**src/rtl/lci_pkg.sv**
```systemverilog
package lci_pkg;
  localparam int REGW    = 8;
  localparam int NUM_VIN = 7;
  localparam int VIN_R1  = 4;  // channels kept in status register 1

  localparam logic [2:0] SEL_CFG  = 3'd0;
  localparam logic [2:0] SEL_SMI1 = 3'd1;
  localparam logic [2:0] SEL_SMI2 = 3'd2;
  localparam logic [2:0] SEL_NMI1 = 3'd3;
  localparam logic [2:0] SEL_NMI2 = 3'd4;

  // configuration bit positions
  localparam int CFG_MON   = 0;
  localparam int CFG_SMIEN = 1;
  localparam int CFG_NIEN  = 2;
  localparam int CFG_CLR   = 3;
  localparam int CFG_NSEL  = 5;

  // status 2: chassis bit is sticky; bits 6,7 never feed outputs
  localparam logic [REGW-1:0] ST2_STICKY  = 8'h10;
  localparam logic [REGW-1:0] ST2_OUT_SRC = 8'h3F;

  function automatic logic outside_window(input logic [7:0] v, input logic [7:0] hi,
                                          input logic [7:0] lo);
    return ((hi != 8'hFF) && (v > hi)) || (v < lo);
  endfunction

  function automatic logic s_greater(input logic signed [7:0] a, input logic signed [7:0] b);
    return a > b;
  endfunction
endpackage

```
**src/rtl/lci_volt_cmp.sv**
```systemverilog
module lci_volt_cmp #(
  parameter int VW = 8
) (
  input  logic          clk,
  input  logic          rst_n,
  input  logic          sample,
  input  logic [VW-1:0] val,
  input  logic [VW-1:0] hi,
  input  logic [VW-1:0] lo,
  output logic          ev
);
  import lci_pkg::*;

  assign ev = sample & outside_window(val, hi, lo);

  // saturated high limit with value not under low limit never trips
  p_ff_disables_high_r3: assert property (@(posedge clk) disable iff (!rst_n)
    (hi == '1 && val >= lo) |-> !ev);
endmodule

```
**src/rtl/lci_temp_track.sv**
```systemverilog
module lci_temp_track #(
  parameter int TW = 8
) (
  input  logic          clk,
  input  logic          rst_n,
  input  logic          sample,
  input  logic [TW-1:0] t_val,
  input  logic [TW-1:0] t_hi,
  input  logic [TW-1:0] t_hyst,
  output logic          ev
);
  import lci_pkg::*;
  localparam logic [TW-1:0] LEVEL_CODE = {1'b0, {(TW-1){1'b1}}};

  logic hot_q;
  logic level_mode, above, below;

  assign level_mode = (t_hyst == LEVEL_CODE);
  assign above      = s_greater(t_val, t_hi);
  assign below      = s_greater(t_hyst, t_val);

  always_comb begin
    if (!sample)         ev = 1'b0;
    else if (level_mode) ev = above;
    else if (hot_q)      ev = below;
    else                 ev = above;
  end

  always_ff @(posedge clk or negedge rst_n) begin
    if (!rst_n) hot_q <= 1'b0;
    else if (sample) begin
      if (level_mode || !hot_q) hot_q <= above;
      else                      hot_q <= !below;
    end
  end

  // level mode reports every hot sample
  p_level_every_r6: assert property (@(posedge clk) disable iff (!rst_n)
    (sample && t_hyst == LEVEL_CODE && $signed(t_val) > $signed(t_hi)) |-> ev);
  // between thresholds in hysteresis mode nothing fires
  p_quiet_band_r5: assert property (@(posedge clk) disable iff (!rst_n)
    (t_hyst != LEVEL_CODE && $signed(t_val) <= $signed(t_hi) &&
     $signed(t_val) >= $signed(t_hyst)) |-> !ev);
  // a second hot sample in a row does not fire again
  p_no_refire_r4: assert property (@(posedge clk) disable iff (!rst_n)
    (sample && t_hyst != LEVEL_CODE && $signed(t_val) > $signed(t_hi) && ev) |=>
    ((sample && t_hyst != LEVEL_CODE && $signed(t_val) > $signed(t_hi) &&
      $signed(t_val) >= $signed(t_hyst)) |-> !ev));
endmodule

```
**src/rtl/lci_status_reg.sv**
```systemverilog
module lci_status_reg #(
  parameter int            W      = 8,
  parameter logic [W-1:0]  STICKY = '0
) (
  input  logic         clk,
  input  logic         rst_n,
  input  logic [W-1:0] ev,
  input  logic         rd_clr,
  input  logic [W-1:0] sticky_clr,
  output logic [W-1:0] q
);
  logic [W-1:0] keep;

  always_comb begin
    keep = rd_clr ? (q & STICKY) : q;
    keep = keep & ~(sticky_clr & STICKY);
  end

  always_ff @(posedge clk or negedge rst_n) begin
    if (!rst_n) q <= '0;
    else        q <= keep | ev;
  end

  // events are never lost, even on a read edge
  p_event_kept_r7: assert property (@(posedge clk) disable iff (!rst_n)
    1'b1 |=> ((q & $past(ev)) == $past(ev)));
  // a read leaves only fresh events in non-sticky bits
  p_read_clears_r7: assert property (@(posedge clk) disable iff (!rst_n)
    rd_clr |=> ((q & ~STICKY) == ($past(ev) & ~STICKY)));
  // sticky bits survive unless explicitly cleared
  p_sticky_hold_r12: assert property (@(posedge clk) disable iff (!rst_n)
    1'b1 |=> ((q & $past(q & STICKY & ~sticky_clr)) == $past(q & STICKY & ~sticky_clr)));
endmodule

```
**src/rtl/lci_limit_irq.sv**
```systemverilog
module lci_limit_irq #(
  parameter int VW = 8,
  parameter int TW = 8
) (
  input  logic                          clk,
  input  logic                          rst_n,
  input  logic                          sample_valid,
  input  logic [lci_pkg::NUM_VIN*VW-1:0] volt_val,
  input  logic [lci_pkg::NUM_VIN*VW-1:0] volt_hi,
  input  logic [lci_pkg::NUM_VIN*VW-1:0] volt_lo,
  input  logic [TW-1:0]                 temp_val,
  input  logic [TW-1:0]                 temp_hi,
  input  logic [TW-1:0]                 temp_hyst,
  input  logic [2:0]                    fan_alarm,
  input  logic                          therm_in,
  input  logic                          ram_ovf,
  input  logic                          chassis_in,
  input  logic                          wr_en,
  input  logic [2:0]                    wr_sel,
  input  logic [lci_pkg::REGW-1:0]      wr_data,
  input  logic                          rd_en,
  input  logic                          rd_sel,
  output logic [lci_pkg::REGW-1:0]      rd_data,
  output logic                          smi_o,
  output logic                          nmi_o,
  output logic                          irq_o
);
  import lci_pkg::*;
  localparam int NV_R2 = NUM_VIN - VIN_R1;

  logic [REGW-1:0] cfg_q, smi_m1, smi_m2, nmi_m1, nmi_m2;
  logic [REGW-1:0] st1, st2, ev1, ev2, chas_clr;
  logic [NUM_VIN-1:0] volt_ev;
  logic mon_on, smp, temp_ev, smi_hit, nmi_hit, gate_ok, chas_wr;

  assign mon_on = cfg_q[CFG_MON];
  assign smp    = sample_valid & mon_on;

  for (genvar g = 0; g < NUM_VIN; g++) begin : g_vin
    lci_volt_cmp #(.VW(VW)) u_cmp (
      .clk(clk), .rst_n(rst_n), .sample(smp),
      .val(volt_val[g*VW +: VW]), .hi(volt_hi[g*VW +: VW]), .lo(volt_lo[g*VW +: VW]),
      .ev(volt_ev[g]));
  end

  lci_temp_track #(.TW(TW)) u_temp (
    .clk(clk), .rst_n(rst_n), .sample(smp), .t_val(temp_val),
    .t_hi(temp_hi), .t_hyst(temp_hyst), .ev(temp_ev));

  // named event vectors for the assertions
  assign ev1 = {fan_alarm[1] & mon_on, fan_alarm[0] & mon_on, therm_in & mon_on,
                temp_ev, volt_ev[VIN_R1-1:0]};
  assign ev2 = {1'b0, smi_o, ram_ovf, chassis_in, fan_alarm[2] & mon_on,
                volt_ev[NUM_VIN-1 -: NV_R2]};

  assign chas_wr  = wr_en && (wr_sel == SEL_NMI2) && wr_data[7];
  assign chas_clr = chas_wr ? ST2_STICKY : '0;

  lci_status_reg #(.W(REGW), .STICKY('0)) u_st1 (
    .clk(clk), .rst_n(rst_n), .ev(ev1), .rd_clr(rd_en & ~rd_sel),
    .sticky_clr('0), .q(st1));

  lci_status_reg #(.W(REGW), .STICKY(ST2_STICKY)) u_st2 (
    .clk(clk), .rst_n(rst_n), .ev(ev2), .rd_clr(rd_en & rd_sel),
    .sticky_clr(chas_clr), .q(st2));

  assign rd_data = rd_sel ? st2 : st1;

  always_ff @(posedge clk or negedge rst_n) begin
    if (!rst_n) begin
      cfg_q  <= '0;
      smi_m1 <= '1;
      smi_m2 <= '1;
      nmi_m1 <= '1;
      nmi_m2 <= 8'h7F;
    end else if (wr_en) begin
      case (wr_sel)
        SEL_CFG:  cfg_q  <= wr_data;
        SEL_SMI1: smi_m1 <= wr_data;
        SEL_SMI2: smi_m2 <= wr_data;
        SEL_NMI1: nmi_m1 <= wr_data;
        SEL_NMI2: nmi_m2 <= {1'b0, wr_data[REGW-2:0]};
        default:  ;
      endcase
    end
  end

  assign smi_hit = |(st1 & ~smi_m1) | |(st2 & ST2_OUT_SRC & ~smi_m2);
  assign nmi_hit = |(st1 & ~nmi_m1) | |(st2 & ST2_OUT_SRC & ~nmi_m2);
  assign gate_ok = ~cfg_q[CFG_CLR];

  assign smi_o = gate_ok & cfg_q[CFG_SMIEN] & smi_hit;
  assign nmi_o = gate_ok & cfg_q[CFG_NIEN] &  cfg_q[CFG_NSEL] & nmi_hit;
  assign irq_o = gate_ok & cfg_q[CFG_NIEN] & ~cfg_q[CFG_NSEL] & nmi_hit;

  // shared path drives one pin only
  p_nmi_irq_excl_r10: assert property (@(posedge clk) disable iff (!rst_n)
    !(nmi_o && irq_o));
  // interrupt clear silences everything
  p_clear_quiets_r11: assert property (@(posedge clk) disable iff (!rst_n)
    cfg_q[CFG_CLR] |-> !(smi_o || nmi_o || irq_o));
  // fully masked SMI set never fires
  p_masked_silent_r9: assert property (@(posedge clk) disable iff (!rst_n)
    (smi_m1 == '1 && smi_m2 == '1) |-> !smi_o);
  // an asserted SMI is logged in status 2
  p_smi_logged_r13: assert property (@(posedge clk) disable iff (!rst_n)
    smi_o |=> st2[6]);
  // monitoring off leaves status 1 untouched
  p_mon_off_r8: assert property (@(posedge clk) disable iff (!rst_n)
    !mon_on |-> (ev1 == '0));
endmodule

```
**config.mk**
```make
export PLATFORM = sky130hd
export DESIGN_NAME = lci_limit_irq
export DESIGN_NICKNAME = d
export VERILOG_FILES = /design/src/rtl/lci_pkg.sv /design/src/rtl/lci_volt_cmp.sv /design/src/rtl/lci_temp_track.sv /design/src/rtl/lci_status_reg.sv /design/src/rtl/lci_limit_irq.sv
export SDC_FILE = /design/constraint.sdc
export NUM_CORES = 1
export LEC_CHECK = 0
export ABC_AREA = 1
export BUFFER_PORTS_ARGS = -buffer_cell sky130_fd_sc_hd__buf_4
export CAP_MARGIN = 20
export CORE_UTILIZATION = 50
export CTS_CLUSTER_SIZE = 16
export DETAILED_ROUTE_END_ITERATION = 8
export HOLD_SLACK_MARGIN = 0.08
export PLACE_DENSITY = 0.81
export REMOVE_ABC_BUFFERS = 1
export SYNTH_ARGS = -nofsm -noshare
export SYNTH_HDL_FRONTEND = slang
export SYNTH_SLANG_ARGS = --single-unit
export TNS_END_PERCENT = 10
```
**constraint.sdc**
```tcl
create_clock -name clk -period 1.4 [get_ports clk]
set_input_delay 0.28 -clock clk [delete_from_list [all_inputs] [get_ports clk]]
set_output_delay 0.28 -clock clk [all_outputs]
set_load 0.05 [all_outputs]
```
# Word level (Yosys, flattened, before mapping)
# Index checks and enable logic that the tools add are counted.
# W data, S select, Z words.
# totals
ff_bits	54
ram_bits	0
n_memories	0
latchBits	0
mem_bits_ro	0
in_bits	215
# classes
div_mod_pow	0
n_mux	8
multipliers	0
addsub	0
bitwise_logic	38
reduce_logical	29
n_eq_ne	12
shifts	0
n_lt_le_gt_ge	16
# ops
operator	n
$gt A8 B8 Y1	9
$lt A8 B8 Y1	7
$ne A8 B8 Y1 const B	7
$reduce_or A8 Y1	4
$and A8 B8 Y8	3
$mux W8	3
$not A8 Y8	3
$and A1 B1 Y1	21
$and A6 B8 Y8	2
$reduce_and A2 Y1	5
$logic_and A1 B1 Y1	9
$eq A8 B7 Y1 const B	1
$logic_or A1 B1 Y1	8
$not A5 Y8	1
$not A7 Y8	1
$or A8 B7 Y8	1
$or A8 B8 Y8	1
$eq A3 B2 Y1 const B	2
$mux W5	1
$mux W1	4
$eq A3 B1 Y1 const B	1
$eq A3 B3 Y1 const B	1
$logic_not A3 Y1	1
$not A1 Y1	3
other kinds (2)	4

# Longest topological paths before layout
# Gate-level depths: netlist of run 1.
# logic_depth
ltp_word	7
mapped_depth	15
ltp_nobuf	15

# Modules after synthesis
# Synthesis of run 1 repeated with hierarchy kept, for this count alone.
# unflattened
cells_unflattened	937
area_unflattened_um2	6249.7
# modules_own_cells
mod	n_inst	area_each_um2	cells_each
lci_volt_cmp	7	455.4	78
lci_limit_irq	1	1929.4	235
lci_temp_track	1	540.5	89
lci_status_reg at u_st2	1	297.8	34
lci_status_reg at u_st1	1	294.0	33

# Worst setup path before layout of run 1
# OpenSTA, ideal clock, no wires.
# synth_path
path_type	input -> output
startpoint	input rd_sel
endpoint	output rd_data[5] in the netlist's numbering
t_required_ns	1.120
setup_slack_ns	-0.458
t_arrival_ns	1.578
path_buffers	1
cell_stages	2
cell_sequence	clkbuf_1 -> o21ai_0
# synth_via
elab_chain_len	1
# synth_rtl
item	line_no	rtl
from (decl)	lci_limit_irq.sv:22	input logic rd_sel,
$mux W8	lci_limit_irq.sv:67	assign rd_data = rd_sel ? st2 : st1;
to (decl)	lci_limit_irq.sv:23	output logic [lci_pkg::REGW-1:0] rd_data,
# No other way between the ends.

# Worst setup path in the final report of run 1
# layout_path
startpoint	register nmi_m1[6]
endpoint	output nmi_o
# layout_via
elab_chain_len	5
# layout_rtl
item	line_no	rtl
from (decl)	lci_limit_irq.sv:31	logic [REGW-1:0] cfg_q, smi_m1, smi_m2, nmi_m1, nmi_m2;
from (signal assigned)	lci_limit_irq.sv:81	SEL_NMI1: nmi_m1 <= wr_data;
$not A8 Y8	lci_limit_irq.sv:89	assign nmi_hit = |(st1 & ~nmi_m1) | |(st2 & ST2_OUT_SRC & ~nmi_m2);
$and A8 B8 Y8	lci_limit_irq.sv:89	
$reduce_or A8 Y1	lci_limit_irq.sv:89	
$or A1 B1 Y1	lci_limit_irq.sv:89	
$and A1 B1 Y1	lci_limit_irq.sv:93	assign nmi_o = gate_ok & cfg_q[CFG_NIEN] & cfg_q[CFG_NSEL] & nmi_hit;
to (decl)	lci_limit_irq.sv:25	output logic nmi_o,
# No other way between the ends.

==> flow_summary.toml, run 1 <==
[setup_path]
crit_fanout = 2
r2r_end = "u_st2.q[6]"
criticalPathCategory = "flop to output pin"
critPathMaxStageDelay_ns = 0.55
end_kind = "output pin"
worst_ep_arrival_time_ns = 1.55
rr_worst_depth = 5
cp-start-kind = "flop"
crit_path_top_delay_cell = "dfstp_2"
crit_path_cell_trace = "o22ai_2 -> nor2_1 -> a31o_1 -> nor2_1 -> buf_6"
reg2reg_slack_ns = 0.11
required_ns = 1.12
crit_top_cell = "nor2_1"
r2r_start = "smi_m1[7]"

[power_and_ir_drop]
p_leak_nw = 4.46
peakVddDrop_mv = 0.644
powerDensity_nw_per_um2 = 772
finalPower_mw = 5.92

[sta]
finalSetupViolCount = 7
rsz0062_at_grt = "true"
finClkSkew_ns = 0.00746
fin_setup_tns_ns = -1.36
finalCritPeriodShare_pct = 131
slew_headroom_pct = 59.7
hold_violations = 0
layout_min_cycle_time_ns = 1.83
tightestPinTransition_ns = 0.604
setup_ws_ns = -0.435
finalMaxSlewViolations = 0
max_freq_ghz = 0.545

[floorplan]
start_util_pct = 51.9
ios = 226
std_cell_rows = 37
die_area_sq_um = 11200
die_height_microns = 106
dieWidth_microns = 106
core_area_sq_um = 10400

[placed_design]
dpl.hpwl_mm = 12.2
io_buffers = 225
place.gp.congestion = 0.906

[grt]
grt_max_degree = 50
antenna_found_initial = 0
grt_pass1_wl_mm = 24.2
grt_overflow = 0
track_usage_pct = 26.3
first_global_vias = 5820

[hold_path]
min_from = "chassis_in"
holdCritPathClass = "primary input to flop"
min_to = "u_st2.q[4]"
hold_path_depth = 2

[route]
drt-initial-drc-count = 158
vias = 5728
routed_wl_mm = 14.3
wl_per_cell_microns = 12.5
route.antenna.remaining_nets = 0
post_drt_via_cell_ratio = 4.99
post-route-drc-count = 0
dr.pass1.iters = 4

[clock_network]
htreeDepth = 2
cts.reportedPaths.clkPinSlew_ns = 0.09
cts_root_buffer = "clkbuf_8"
cts_made_buffers = 5
clk_latency_ns = 0.31
cts_buffer_depth = 2
clock_sinks = 49
cts_tree = "built"

[yosys]
async_flop_share_pct = 100
yosys-top-cells-count = "inv_1 (168), nand2_1 (158), ha_1 (121), a21oi_1 (58), o21ai_0 (36)"
yosysSeqAreaShare_pct = 23.3
postSynthAreaPerCell_sq_um = 7.15
synth-main-ff-cell = "dfstp_2"
synth_top_area_share_pct = 28.0
ys_warn_count = 0
synth.most_common_cell = "inv_1"
synth.largest_area_cell = "ha_1"
synth-seq-cells = 49
syn_area_sq_um = 5410
synth_cell_types = 33
synth-edff-count = 0
yosys-top-cells-area = "ha_1 (28%), dfstp_2 (14%), inv_1 (12%)"
syn_inst = 756

[layout]
diodes = 0
syn2layout_area_growth_pct = 41.8
multi_input_area_sq_um = 3490
layout-drive-gt1-share_pct = 31.5
regArea_sq_um = 1260
fin_nets = 1348
fillers = 866

[job]
max_cap_violations = 0

[status]
status = "complete, but fails checks"
violations = "negative setup slack"
worst max path at each step:
stage / start / slack (ns) / cells past startpoint / endpoint
after floorplan: u_st1.q[1] / -0.35 / 2 / rd_data[1]
after global placement: temp_val[7] / -0.12 / 12 / u_temp.hot_q
after detailed placement: temp_val[3] / -0.16 / 13 / u_temp.hot_q
after CTS: nmi_m2[0] / -0.40 / 5 / irq_o
after global routing: nmi_m2[2] / -0.47 / 5 / nmi_o
final: nmi_m1[6] / -0.43 / 5 / nmi_o
critical path: cells and delay by family (launching register included):
kind	cells	cell delay, ns
DFF	1	0.55
and+or+nand+nor	2	0.23
buffers and inverters	1	0.15
AOI/OAI and AO/OA	2	0.33
routing by layer:
metal	vias up	GRT usage (%)	part of all wire [%]
met5	-	0	0
met3	27	4.54	6.8
met2	198	49.3	49
met4	0	7.24	2.0
li1	2988	-	-
met1	2515	30.6	42
final cells by class:
type | count | share of cell area [%]
clock buffer | 5 | 0.898
inverter | 178 | 8.72
sequential | 49 | 16.5
timing repair buffer | 254 | 25.3
clock inverter | 3 | 0.849
multi-input combinational | 524 | 45.6
tap | 136 | 2.22
metrics by stage:
stage / hold WS, ns / instances / setup slack [ns] / utilization (%) / cell area [sq um]
after floorplan: -0.0156 / 751 / -0.345 / - / 5380
after global placement: 0.325 / 1138 / -0.124 / 71.4 / 7440
after detailed placement: 0.328 / 1138 / -0.157 / 71.4 / 7440
after CTS: 0.178 / 1148 / -0.404 / 73.3 / 7640
after global routing: 0.172 / 1149 / -0.472 / 73.6 / 7670
final: 0.179 / 1149 / -0.435 / 73.6 / 7670
logic make-up (layout without fill, tap and decap cells):
logic type | count (synthesis) | in the layout | share of synthesized area, %
AND/OR/NAND/NOR | 241 | 241 | 19.3
flip-flops | 49 | 49 | 23.3
adder cells (fa/ha/maj) | 121 | 121 | 28.0
AO/OA/AOI/OAI | 162 | 162 | 16.6
buffers and inverters | 183 | 440 | 12.8
flip-flops by register name, indices dropped and copies added (netlist names):
signal and count:
u_temp.hot_q 1, cfg_q 5, nmi_m2 6, nmi_m1 8, smi_m2 6, u_st1.q 8
u_st2.q 7, smi_m1 8
cells in the final DEF (no fill, tap or decap), types with 3 or more instances in the layout:
master	netlist	final
o22ai_2	0	3
ha_1	121	121
nand4_1	30	30
o211ai_1	3	3
o21ai_1	34	37
a21oi_1	58	58
or2_1	4	4
dfrtp_1	21	21
buf_6	0	8
o21ai_0	36	29
dfstp_2	28	28
o22ai_1	9	6
nor2_2	2	3
o21ai_2	0	4
nand2_1	158	158
inv_2	8	12
clkbuf_8	0	5
inv_1	168	164
o21a_1	7	7
a211oi_1	7	7
nand3_1	6	6
buf_4	0	245
nor2_1	34	33
power breakdown:
group          switching (mW)  internal, mW  leakage, nW
clock                   0.475         0.709       0.0681
sequential              0.179          1.82        0.547
combinational            1.41          1.32         3.84
timing repair:
action                     in CTS  in global routing
setup endpoints to repair      10                 10
setup buffers                   1                  1
gates resized for setup        20                  8
hold endpoints to repair       21                  0
hold buffers                    1                  0
pin swaps                       5                  4
(Power assumes the default switching activity.)
==> inputs of run 2 (changes only) <==
==> constraint.sdc (replaced) <==
create_clock -name clk -period 1.4 [get_ports clk]
set_input_delay 0.21 -clock clk [delete_from_list [all_inputs] [get_ports clk]]
set_output_delay 0.21 -clock clk [all_outputs]
set_load 0.05 [all_outputs]
==> flow_summary.toml, run 2 (same netlist as run 1, synthesis figures left out) <==
[grt]
antenna_found_initial = 0
track_usage_pct = 25.1
first_global_vias = 5624
met3_usage_pct = 4.41
grtUsageMet1_pct = 29.9
grt_pass1_wl_mm = 23.2
grt_max_degree = 50
grt_use_met2_pct = 46.0
busiest_layer = "met2"
grt_overflow = 0

[power_and_ir_drop]
peakVddDrop_mv = 0.582
switchingPower_mw = 2.06
p_int_mw = 3.45
powerDensity_nw_per_um2 = 730
clkPwrFrac_pct = 15.2
seqPwrFrac_pct = 36.4
pwr-share-comb_pct = 48.4
p_leak_nw = 4.37
p_sw_share_pct = 37.4

[sta]
finalCritPeriodShare_pct = 124
finClkSkew_ns = 0.00677
whs_ns = 0.117
hold_violations = 0
tightestPinTransition_ns = 0.601
finalSetupViolCount = 4
max_freq_ghz = 0.577
setup_ws_ns = -0.332
rsz0062_at_grt = "true"
slew_headroom_pct = 59.9
layout_min_cycle_time_ns = 1.73
finalMaxSlewViolations = 0

[floorplan]
ios = 226
dieWidth_microns = 106
std_cell_rows = 37
die_area_sq_um = 11200
die_height_microns = 106
start_util_pct = 51.9
core_area_sq_um = 10400

[clock_network]
cts_buffer_depth = 2
cts_made_buffers = 5
clk_latency_ns = 0.30
cts_tree = "built"
cts.reportedPaths.clkPinSlew_ns = 0.09
clock_sinks = 49
cts_root_buffer = "clkbuf_8"
htreeDepth = 2

[placed_design]
dpl.hpwl_mm = 12.0
place.gp.congestion = 0.902
io_buffers = 225
place_inst = 1124

[layout]
layout_commonest_cell = "buf_4"
diodes = 0
syn2layout_area_growth_pct = 39.6
layout-drive-gt1-share_pct = 31.0
largestRegisters = "nmi_m1: 8 flops, smi_m1: 8 flops, u_st1.q: 8 flops"
final_cells = 1135
final_cell_mix = "buf_4 (232), inv_1 (164), nand2_1 (158)"
fin_nets = 1334

[route]
routed_wl_mm = 13.8
dr.pass1.iters = 4
route.antenna.remaining_nets = 0
wl_per_cell_microns = 12.1
post_drt_via_cell_ratio = 4.93
drt-initial-drc-count = 208
post-route-drc-count = 0
vias = 5601

[status]
violations = "negative setup slack"
status = "complete, but fails checks"

[setup_path]
crit_path_top_delay_cell = "dfrtp_1"
crit_path_cell_trace = "inv_1 -> o22ai_2 -> nor2_1 -> a31o_1 -> nor2_2 -> buf_6"
required_ns = 1.19
criticalPathCategory = "flop to output pin"
critPathMaxStageDelay_ns = 0.37
worst_ep_arrival_time_ns = 1.52
end_kind = "output pin"
crit_fanout = 3
cp-start-kind = "flop"

[hold_path]
holdCritPathClass = "primary input to flop"

[job]
max_cap_violations = 0
[run 2: cell types whose count changed in the layout (fill, tap and decap cells not counted), moves of 2 or more]
cell	previous run	this run
o21ai_0	29	31
nor2_1	33	30
buf_4	245	232
bufinv_16	2	0
o21ai_2	4	1
o22ai_2	3	6
nor2_2	3	6
o22ai_1	6	3
[run 2: power groups by stage]
stage / Clock [mW] / Sequential, mW / Combinational, mW
4_1_cts: 0.854 / 1.98 / 2.56
3_5_place_dp: 0 / 2.00 / 2.50
2_1_floorplan: 0 / 1.96 / 1.45
6_report: 0.840 / 2.01 / 2.67
5_1_grt: 0.910 / 2.04 / 3.02
3_3_place_gp: 0 / 2.00 / 2.45
[run 2: stage by stage]
step                      util (%)  TNS, ns  power (mW)  setup WS [ns]  area, sq um
after floorplan                  -    -2.52        3.42         -0.275         5380
after global placement        70.4   -0.138        4.45        -0.0551         7330
after detailed placement      70.4   -0.229        4.50        -0.0859         7330
after CTS                     71.6   -0.990        5.39         -0.337         7460
after global routing          72.4    -1.22        5.97         -0.392         7550
final                         72.4   -0.970        5.51         -0.332         7550
[run 2: worst max-delay path, delay by kind of cell, from the launching register on]
kind	cells	cell delay (ns)
AO/OA/AOI/OAI	2	0.41
buffers and inverters	2	0.26
flip-flops	1	0.37
AND/OR/NAND/NOR	2	0.19
[run 2: path summary, 6_finish.rpt]
check                      startpoint          to  slack [ns]  cells past startpoint
max                        u_st1.q[0]       nmi_o       -0.33                      6
min                        chassis_in  u_st2.q[4]        0.12                      2
max reg2reg                 smi_m1[7]  u_st2.q[6]        0.13                      5
min reg2reg                 smi_m2[0]   smi_m2[0]        0.48                      2
max in group asynchronous       rst_n  u_st1.q[3]        0.54                      2
min in group asynchronous       rst_n    cfg_q[0]        0.46                      2
[run 2: repair_timing]
item                                    CTS  global route
resized for setup                         9            22
pin swaps                                 4             7
hold buffers                              1             0
endpoints found under the hold margin    21             0
setup buffers                             0             2
endpoints found under the setup margin    5             8
[run 2: cell type report]
class                           instances  area, sq um
Inverter                              178          668
Fill cell                             872         2870
Sequential cell                        49         1260
Timing Repair Buffer                  240         1830
Multi-Input combinational cell        524         3530
Tap cell                              136          170
Clock buffer                            5         68.8
Clock inverter                          3         21.3
[run 2: per-layer routing]
| metal | share of wire, % | vias to the layer above |
|---|---|---|
| met5 | 0 | - |
| li1 | - | 2966 |
| met3 | 6.9 | 16 |
| met1 | 42 | 2437 |
| met4 | 1.7 | 0 |
| met2 | 49 | 182 |
==> inputs of run 3 (changes only) <==
- MAX_ROUTING_LAYER: unset -> met4
==> flow_summary.toml, run 3 (same netlist as run 1, synthesis figures left out) <==
[route]
wl_met3_microns = 831
drt-initial-drc-count = 215
wl_met1_mm = 5.92
topRoutingLayerUsed = "met4"
routed_wl_mm = 13.7
wl_per_cell_microns = 12.1
dr.pass1.iters = 4
vias = 5605
wl_met2_mm = 6.75
post-route-drc-count = 0
route.antenna.remaining_nets = 0
post_drt_via_cell_ratio = 4.94

[sta]
rsz0062_at_grt = "true"
finalMaxSlewViolations = 0
finalSetupViolCount = 4
hold_violations = 0
finalCritPeriodShare_pct = 124
slew_headroom_pct = 60.6
max_freq_ghz = 0.577
tightestPinTransition_ns = 0.590
layout_min_cycle_time_ns = 1.73
setup_ws_ns = -0.332
finClkSkew_ns = 0.00674

[grt]
antenna_found_initial = 0
grt_pass1_wl_mm = 23.2
grt_max_degree = 50
first_global_vias = 5625
track_usage_pct = 25.8
grt_overflow = 0

[setup_path]
r2r_start = "smi_m1[7]"
path_depth = 6
cpLargestDelayFamily = "compound AO/OA/AOI/OAI gates"
cp-start-kind = "flop"
crit_path_cell_trace = "inv_1 -> o22ai_2 -> nor2_1 -> a31o_1 -> nor2_2 -> buf_6"
crit_fanout = 3
worst-path-buf-inv = 2
required_ns = 1.19
worst_ep_arrival_time_ns = 1.52
criticalPathCategory = "flop to output pin"
end_kind = "output pin"
reg2reg_slack_ns = 0.13
crit_start = "u_st1.q[0]"
rr_worst_depth = 5
critPathMaxStageDelay_ns = 0.37
r2r_end = "u_st2.q[6]"
crit_path_top_delay_cell = "dfrtp_1"

[floorplan]
die_height_microns = 106
dieWidth_microns = 106
die_area_sq_um = 11200
ios = 226
start_util_pct = 51.9
std_cell_rows = 37
core_area_sq_um = 10400

[clock_network]
cts_buffer_depth = 2
cts_made_buffers = 5
cts_root_buffer = "clkbuf_8"
clock_sinks = 49
cts.reportedPaths.clkPinSlew_ns = 0.09
cts_tree = "built"
clk_latency_ns = 0.30
htreeDepth = 2

[job]
max_cap_violations = 0

[placed_design]
post-place-ws_ns = -0.0859
dpl.hpwl_mm = 12.0
place.gp.congestion = 0.917
io_buffers = 225

[layout]
regArea_sq_um = 1260
layout-drive-gt1-share_pct = 31.0
diodes = 0
fillers = 872
syn2layout_area_growth_pct = 39.6
final_cell_mix = "buf_4 (232), inv_1 (164), nand2_1 (158)"
multi_input_area_sq_um = 3530
fin_util_pct = 72.4
fin_nets = 1334
largestRegisters = "nmi_m1: 8 flops, smi_m1: 8 flops, u_st1.q: 8 flops"
layout_commonest_cell = "buf_4"

[hold_path]
hold_path_depth = 2
min_to = "u_st2.q[4]"
holdCritPathClass = "primary input to flop"
min_from = "chassis_in"

[status]
status = "complete, but fails checks"
violations = "negative setup slack"

[power_and_ir_drop]
p_leak_nw = 4.37
powerDensity_nw_per_um2 = 730
peakVddDrop_mv = 0.582
run 3: cell counts in the layout (fill, tap and decap cells not counted):
No cell type changed its count.
run 3: worst max path at each step:
stage,slack (ns),endpoint
finish,-0.33,nmi_o
global route,-0.39,nmi_o
CTS,-0.34,smi_o
detailed placement,-0.09,u_temp.hot_q
global placement,-0.06,u_temp.hot_q
floorplan,-0.28,rd_data[1]
run 3: cell type report:
type / instances / share of cell area (%)
inverter: 178 / 8.85
multi-input combinational: 524 / 46.7
clock buffer: 5 / 0.912
clock inverter: 3 / 0.282
timing repair buffer: 240 / 24.3
sequential: 49 / 16.7
tap: 136 / 2.26
run 3: report_power, final:
group,internal (mW),switching [mW]
combinational,1.27,1.39
sequential,1.82,0.182
clock,0.355,0.486
total,3.45,2.06
run 3: repair_timing:
action                                  in CTS  in global routing
hold buffers                                 1                  0
gates resized for setup                      9                 22
endpoints found under the setup margin       5                  8
pin swaps                                    4                  7
hold endpoints to repair                    21                  0
setup buffers                                0                  2
run 3: per-stage QoR:
stage	hold WS [ns]	setup TNS [ns]	total power [mW]	cells	cell area, sq um
after floorplan	-0.0856	-2.52	3.42	751	5380
after global placement	0.256	-0.138	4.45	1124	7330
after detailed placement	0.259	-0.229	4.50	1124	7330
after CTS	0.111	-0.990	5.39	1133	7460
after global routing	0.109	-1.22	5.97	1135	7550
final	0.116	-0.973	5.51	1135	7550
run 3: layer usage:
layer / global-route usage (%) / vias up
met2: 46.0 / 178
met5: - / -
met3: 3.62 / 18
li1: - / 2969
met4: 6.65 / 0
met1: 30.5 / 2440
